===== src/rtl/stack_expr_pkg.sv =====
package stack_expr_pkg;

  typedef enum logic [1:0] {
    OP_PUSH = 2'b00,
    OP_POP  = 2'b01,
    OP_ADD  = 2'b10,
    OP_MUL  = 2'b11
  } op_e;

  typedef enum logic [2:0] {
    ST_IDLE,
    ST_FETCH,
    ST_LOAD,
    ST_REFILL,
    ST_ARITH
  } state_e;

endpackage


===== src/rtl/stack_expr_ram.sv =====
module stack_expr_ram #(
  parameter int DATA_W = 16,
  parameter int DEPTH  = 16,
  parameter int IDX_W  = 5
) (
  input  logic              clk,
  input  logic              wr_en,
  input  logic [IDX_W-1:0]  wr_idx,
  input  logic [DATA_W-1:0] wr_data,
  input  logic [IDX_W-1:0]  rd_idx,
  output logic [DATA_W-1:0] rd_data
);

  logic [DATA_W-1:0] cells_q [DEPTH];

  always_ff @(posedge clk) begin
    if (wr_en) begin
      cells_q[wr_idx] <= wr_data;
    end
    rd_data <= cells_q[rd_idx];
  end

endmodule


===== src/rtl/stack_expr_alu.sv =====
module stack_expr_alu #(
  parameter int DATA_W = 16
) (
  input  logic              mul_sel,
  input  logic [DATA_W-1:0] lower,
  input  logic [DATA_W-1:0] upper,
  output logic [DATA_W-1:0] result
);

  logic [DATA_W-1:0] sum_lo;
  logic [DATA_W-1:0] prod_lo;

  assign sum_lo  = lower + upper;
  assign prod_lo = lower * upper;
  assign result  = mul_sel ? prod_lo : sum_lo;

endmodule


===== src/rtl/stack_expr_guard.sv =====
module stack_expr_guard #(
  parameter int DEPTH = 16,
  parameter int SP_W  = 5
) (
  input  logic [SP_W-1:0] sp,
  output logic            is_full,
  output logic            is_empty,
  output logic            is_single,
  output logic            below_two,
  output logic [SP_W-1:0] next_idx
);

  localparam logic [SP_W-1:0] EMPTY_SP  = SP_W'(DEPTH);
  localparam logic [SP_W-1:0] SINGLE_SP = SP_W'(DEPTH - 1);

  assign is_full   = (sp == '0);
  assign is_empty  = (sp == EMPTY_SP);
  assign is_single = (sp == SINGLE_SP);
  assign below_two = is_empty | is_single;
  assign next_idx  = sp + SP_W'(1);

endmodule


===== src/rtl/stack_expr_unit.sv =====
module stack_expr_unit
  import stack_expr_pkg::*;
#(
  parameter int DATA_W = 16,
  parameter int DEPTH  = 16,
  parameter int ADDR_W = 8,
  localparam int SP_W  = $clog2(DEPTH + 1)
) (
  input  logic              clk,
  input  logic              rst,
  input  logic              instr_valid,
  output logic              instr_ready,
  input  logic [1:0]        instr_op,
  input  logic [ADDR_W-1:0] instr_addr,
  output logic              dmem_rd,
  output logic              dmem_wr,
  output logic [ADDR_W-1:0] dmem_addr,
  output logic [DATA_W-1:0] dmem_wdata,
  input  logic [DATA_W-1:0] dmem_rdata,
  output logic [DATA_W-1:0] tos_data,
  output logic [SP_W-1:0]   stack_ptr,
  output logic              ovf_flag,
  output logic              udf_flag
);

  state_e            st_q;
  logic [SP_W-1:0]   sp_q;
  logic [DATA_W-1:0] tos_q;
  logic              ovf_q, udf_q, rd_q, wr_q, mul_q;
  logic [ADDR_W-1:0] addr_q;
  logic [DATA_W-1:0] wdata_q;

  logic              g_full, g_empty, g_single, g_below2;
  logic [SP_W-1:0]   g_next;
  logic [DATA_W-1:0] ram_rdata;
  logic [DATA_W-1:0] alu_y;
  logic              ram_we;
  op_e               op_in;

  assign op_in       = op_e'(instr_op);
  assign instr_ready = (st_q == ST_IDLE);

  stack_expr_guard #(.DEPTH(DEPTH), .SP_W(SP_W)) guard_i (
    .sp        (sp_q),
    .is_full   (g_full),
    .is_empty  (g_empty),
    .is_single (g_single),
    .below_two (g_below2),
    .next_idx  (g_next)
  );

  // The old top is written into the RAM when a pushed word arrives.
  assign ram_we = (st_q == ST_LOAD) && !g_empty;

  stack_expr_ram #(.DATA_W(DATA_W), .DEPTH(DEPTH), .IDX_W(SP_W)) ram_i (
    .clk     (clk),
    .wr_en   (ram_we),
    .wr_idx  (sp_q),
    .wr_data (tos_q),
    .rd_idx  (g_next),
    .rd_data (ram_rdata)
  );

  stack_expr_alu #(.DATA_W(DATA_W)) alu_i (
    .mul_sel (mul_q),
    .lower   (ram_rdata),
    .upper   (tos_q),
    .result  (alu_y)
  );

  always_ff @(posedge clk) begin
    if (rst) begin
      st_q    <= ST_IDLE;
      sp_q    <= SP_W'(DEPTH);
      tos_q   <= '0;
      ovf_q   <= 1'b0;
      udf_q   <= 1'b0;
      rd_q    <= 1'b0;
      wr_q    <= 1'b0;
      mul_q   <= 1'b0;
      addr_q  <= '0;
      wdata_q <= '0;
    end else begin
      ovf_q <= 1'b0;
      udf_q <= 1'b0;
      rd_q  <= 1'b0;
      wr_q  <= 1'b0;
      unique case (st_q)
        ST_IDLE: begin
          if (instr_valid) begin
            unique case (op_in)
              OP_PUSH: begin
                if (g_full) begin
                  ovf_q <= 1'b1;
                end else begin
                  rd_q   <= 1'b1;
                  addr_q <= instr_addr;
                  st_q   <= ST_FETCH;
                end
              end
              OP_POP: begin
                if (g_empty) begin
                  udf_q <= 1'b1;
                end else begin
                  wr_q    <= 1'b1;
                  addr_q  <= instr_addr;
                  wdata_q <= tos_q;
                  sp_q    <= g_next;
                  if (g_single) begin
                    tos_q <= '0;
                  end else begin
                    st_q <= ST_REFILL;
                  end
                end
              end
              default: begin
                if (g_below2) begin
                  udf_q <= 1'b1;
                end else begin
                  mul_q <= (op_in == OP_MUL);
                  st_q  <= ST_ARITH;
                end
              end
            endcase
          end
        end
        ST_FETCH: st_q <= ST_LOAD;
        ST_LOAD: begin
          tos_q <= dmem_rdata;
          sp_q  <= sp_q - SP_W'(1);
          st_q  <= ST_IDLE;
        end
        ST_REFILL: begin
          tos_q <= ram_rdata;
          st_q  <= ST_IDLE;
        end
        ST_ARITH: begin
          tos_q <= alu_y;
          sp_q  <= g_next;
          st_q  <= ST_IDLE;
        end
        default: st_q <= ST_IDLE;
      endcase
    end
  end

  assign dmem_rd    = rd_q;
  assign dmem_wr    = wr_q;
  assign dmem_addr  = addr_q;
  assign dmem_wdata = wdata_q;
  assign tos_data   = tos_q;
  assign stack_ptr  = sp_q;
  assign ovf_flag   = ovf_q;
  assign udf_flag   = udf_q;

endmodule


===== config.mk =====
export PLATFORM = sky130hd
export DESIGN_NAME = stack_expr_unit
export DESIGN_NICKNAME = d
export VERILOG_FILES = /design/src/rtl/stack_expr_pkg.sv /design/src/rtl/stack_expr_ram.sv /design/src/rtl/stack_expr_alu.sv /design/src/rtl/stack_expr_guard.sv /design/src/rtl/stack_expr_unit.sv
export SDC_FILE = /design/constraint.sdc
export NUM_CORES = 1
export LEC_CHECK = 0
export ABC_AREA = 0
export BUFFER_PORTS_ARGS = -buffer_cell sky130_fd_sc_hd__buf_2
export CAP_MARGIN = 40
export CORE_ASPECT_RATIO = 1.75
export CORE_MARGIN = 3
export CORE_UTILIZATION = 55
export CTS_CLUSTER_DIAMETER = 150
export CTS_CLUSTER_SIZE = 10
export DETAILED_ROUTE_END_ITERATION = 12
export PLACE_DENSITY_LB_ADDON = 0.15
export SETUP_SLACK_MARGIN = 0.5
export SLEW_MARGIN = 20
export SYNTH_ARGS = -nofsm -noshare
export SYNTH_HDL_FRONTEND = slang
export SYNTH_SLANG_ARGS = --single-unit

===== constraint.sdc =====
create_clock -name clk -period 10.4 [get_ports clk]
set_clock_uncertainty 0.2 [all_clocks]
set_input_delay 1.04 -clock clk [delete_from_list [all_inputs] [get_ports clk]]
set_output_delay 1.04 -clock clk [all_outputs]
set_load 0.05 [all_outputs]

==> impl_metrics.ini <==
[yosys]
ys_top_cells_by_count = edfxtp_1 (256), nand2_1 (127), inv_1 (123)
syn-cell-area_mm2 = 0.0170
avgSynthCellArea_um2 = 13.7
synth_cell_types = 56
synth_edf_count = 256
dominantRegCellSynth = edfxtp_1
yosysMostFrequentCell = edfxtp_1
seq_area_frac_synth = 0.532
synthCells = 1245
synth_largest_area_cell = edfxtp_1
synth_seq_cells = 325
ys_async_sr_fraction = 0
synth.area.top_cells = edfxtp_1 (45%), mux4_2 (11%), fa_1 (9.5%), dfxtp_1 (8.1%), ha_1 (5.1%)
yosys.area.top_type_share = 0.451
yosys_warnings = 0
synth_fp_nets = 1425

[timing]
setup_tns_ps = 0
report.final.setup_viol = 0
max_slew_margin = 0.398
fin_ws_ps = 4210
tightestPinTransition_ps = 901
fin_crit_ps = 6190
fmax_ghz = 0.162
post-route-period-util = 0.595
rsz0062_at_grt = no
hold_violations = 0
maxSlewViolCount = 0

[flow_run]
cap_violations = 0

[grt]
grt_pass1_wl_um = 66500
gr-total-overflow = 0
grt_pass1_vias = 11030
grt_max_degree = 50
grt_usage = 0.270
antenna_found_initial = 0

[clock_tree]
path_clk_slew_ps = 70
hold_buffers = 0
numCtsBuffers = 38
cts_tree = yes
cts_setup_buffers = 0
cts_max_path_buffers = 3
cts.root.buffer_cell = clkbuf_16
clock-sinks = 325
ctsResizeCount = 0
insertion_delay_ps = 530
h-tree-depth = 2

[place]
dpl_cell_area_mm2 = 0.0181
preCtsSetupSlack_ps = 4310
place_congestion = 0.961
portBuffers = 78
post-place-cells = 1695
hpwl_um = 29600

[worst_setup_path]
arrival_ps = 6430
worst_setup_path_end_kind = flop
cp.required_ps = 10640
cp-start-kind = flop
startpoint = tos_data[6]
regToRegSetupSlack_ps = 4210
crit_type = flop to flop
rr_startpoint = tos_data[6]
critPathMaxFanout = 20

[floorplan]
ios = 79
coreArea_mm2 = 0.0303
fp.dieH_um = 239
fp.dieW_um = 139
initial_utilization = 0.563
dieArea_mm2 = 0.0332
row_count = 84

[drt]
drtIter0Drc = 712
wirelength_um = 44200
dr.pass1.iters = 6
num_vias = 10560
routed_via_density = 6.02
wl_per_cell_um = 25.2
drc = 0
ant_nets = 0

[worst_hold_path]
worst_hold_path_type = flop to flop
min_from = dmem_wdata[9]

[layout]
fin_nets = 1528
n_fill_cell = 2302
fin_area_mm2 = 0.0192
areaGrowthSynthToFinish_pct = 12.6
final_cells = 1755
drive_gt1_frac = 0.191
diodes = 0

[pwr]
p_per_area_mw_per_mm2 = 184
p_leak_nw = 7.34
peakVddDrop_mv = 0.137
p_total_mw = 3.53

[status]
run_status = complete, no violations
==> layout by cell type, fill, tap and decap left out, drive strengths merged, types with 3 or more instances in the layout <==
| cell type | synthesis | routed |
|---|---|---|
| a31oi | 5 | 5 |
| nand2 | 127 | 127 |
| o21ai | 24 | 24 |
| a21o | 7 | 7 |
| clkbuf | 45 | 59 |
| o31ai | 4 | 4 |
| mux4 | 80 | 80 |
| inv | 123 | 123 |
| nor2 | 59 | 59 |
| fa | 81 | 81 |
| and2 | 68 | 68 |
| edfxtp | 256 | 256 |
| or3 | 7 | 7 |
| mux2i | 15 | 15 |
| a21oi | 41 | 41 |
| nand2b | 5 | 5 |
| a221oi | 3 | 3 |
| ha | 70 | 70 |
| nor3 | 18 | 18 |
| a222oi | 11 | 11 |
| xor2 | 16 | 16 |
| and3 | 7 | 7 |
| o22ai | 3 | 3 |
| o21a | 5 | 5 |
| dfxtp | 69 | 69 |
| nand3 | 12 | 12 |
| o2111ai | 3 | 3 |
| xnor2 | 37 | 37 |
| a211oi | 4 | 4 |
| buf | 14 | 122 |
==> report_power, final <==
part	total [mW]	internal (mW)	switching, mW
logic	0.782	0.340	0.442
clock network	1.20	0.716	0.486
registers	1.54	1.44	0.102
==> path summary, 6_finish.rpt <==
path                                      end  depth (start not counted)
worst max-delay path             tos_data[13]                         19
worst min-delay path            dmem_wdata[9]                          2
worst max register to register   tos_data[13]                         19
worst min register to register  dmem_wdata[9]                          2
==> routing by layer <==
metal	vias to the layer above	routed length [um]	part of all wire	GRT usage
met4	0	2880	0.065	0.155
li1	4642	-	-	-
met5	-	0	0	0
met3	162	2040	0.046	0.0320
met2	389	24100	0.54	0.496
met1	5367	15200	0.34	0.303
==> state kept, by name (all words and copies together), names as in the netlist <==
| register | flops |
|---|---|
| dmem_wr | 1 |
| ovf_flag | 1 |
| dmem_addr | 8 |
| mul_q | 1 |
| tos_data | 16 |
| ram_i.cells_q | 256 |
| dmem_wdata | 16 |
| udf_flag | 1 |
| st_q | 3 |
| stack_ptr | 5 |
| ram_i.rd_data | 16 |
| dmem_rd | 1 |
==> cell families after synthesis <==
family	synth area share
buffers and inverters	0.0415
XOR/XNOR	0.0285
adder cells (fa/ha/maj)	0.146
AO/OA/AOI/OAI	0.0487
multiplexers	0.114
flip-flops	0.532
AND/OR/NAND/NOR	0.0884
==> critical path: stages, from the launching register on <==
cell      delay (ps)
dfxtp_1          620
buf_4            320
ha_1             450
fa_1             490
inv_1             80
fa_1             410
inv_1             90
fa_1             440
fa_1             510
fa_1             490
inv_1             70
fa_1             480
inv_1             40
ha_1             360
nand3_1           90
a21oi_1          180
nor3_1            90
xnor2_1          320
a21boi_2          90
a221oi_1         260
==> area by class of cell <==
class	count	area (um^2)	share of cell area
clock buffers	59	1090	0.0570
clock inverters	1	7.51	0.000391
well taps	387	484	0.0252
flip-flops and latches	325	9070	0.473
inverters	123	462	0.0241
multi-input cells	738	7300	0.380
repair buffers	122	776	0.0404
==> through the flow <==
step,utilization,hold WS (ps)
floorplan,-,370
global placement,0.594,240
detailed placement,0.598,245
CTS,0.634,253
global route,0.634,267
finish,0.634,252
(Power assumes the default switching activity.)
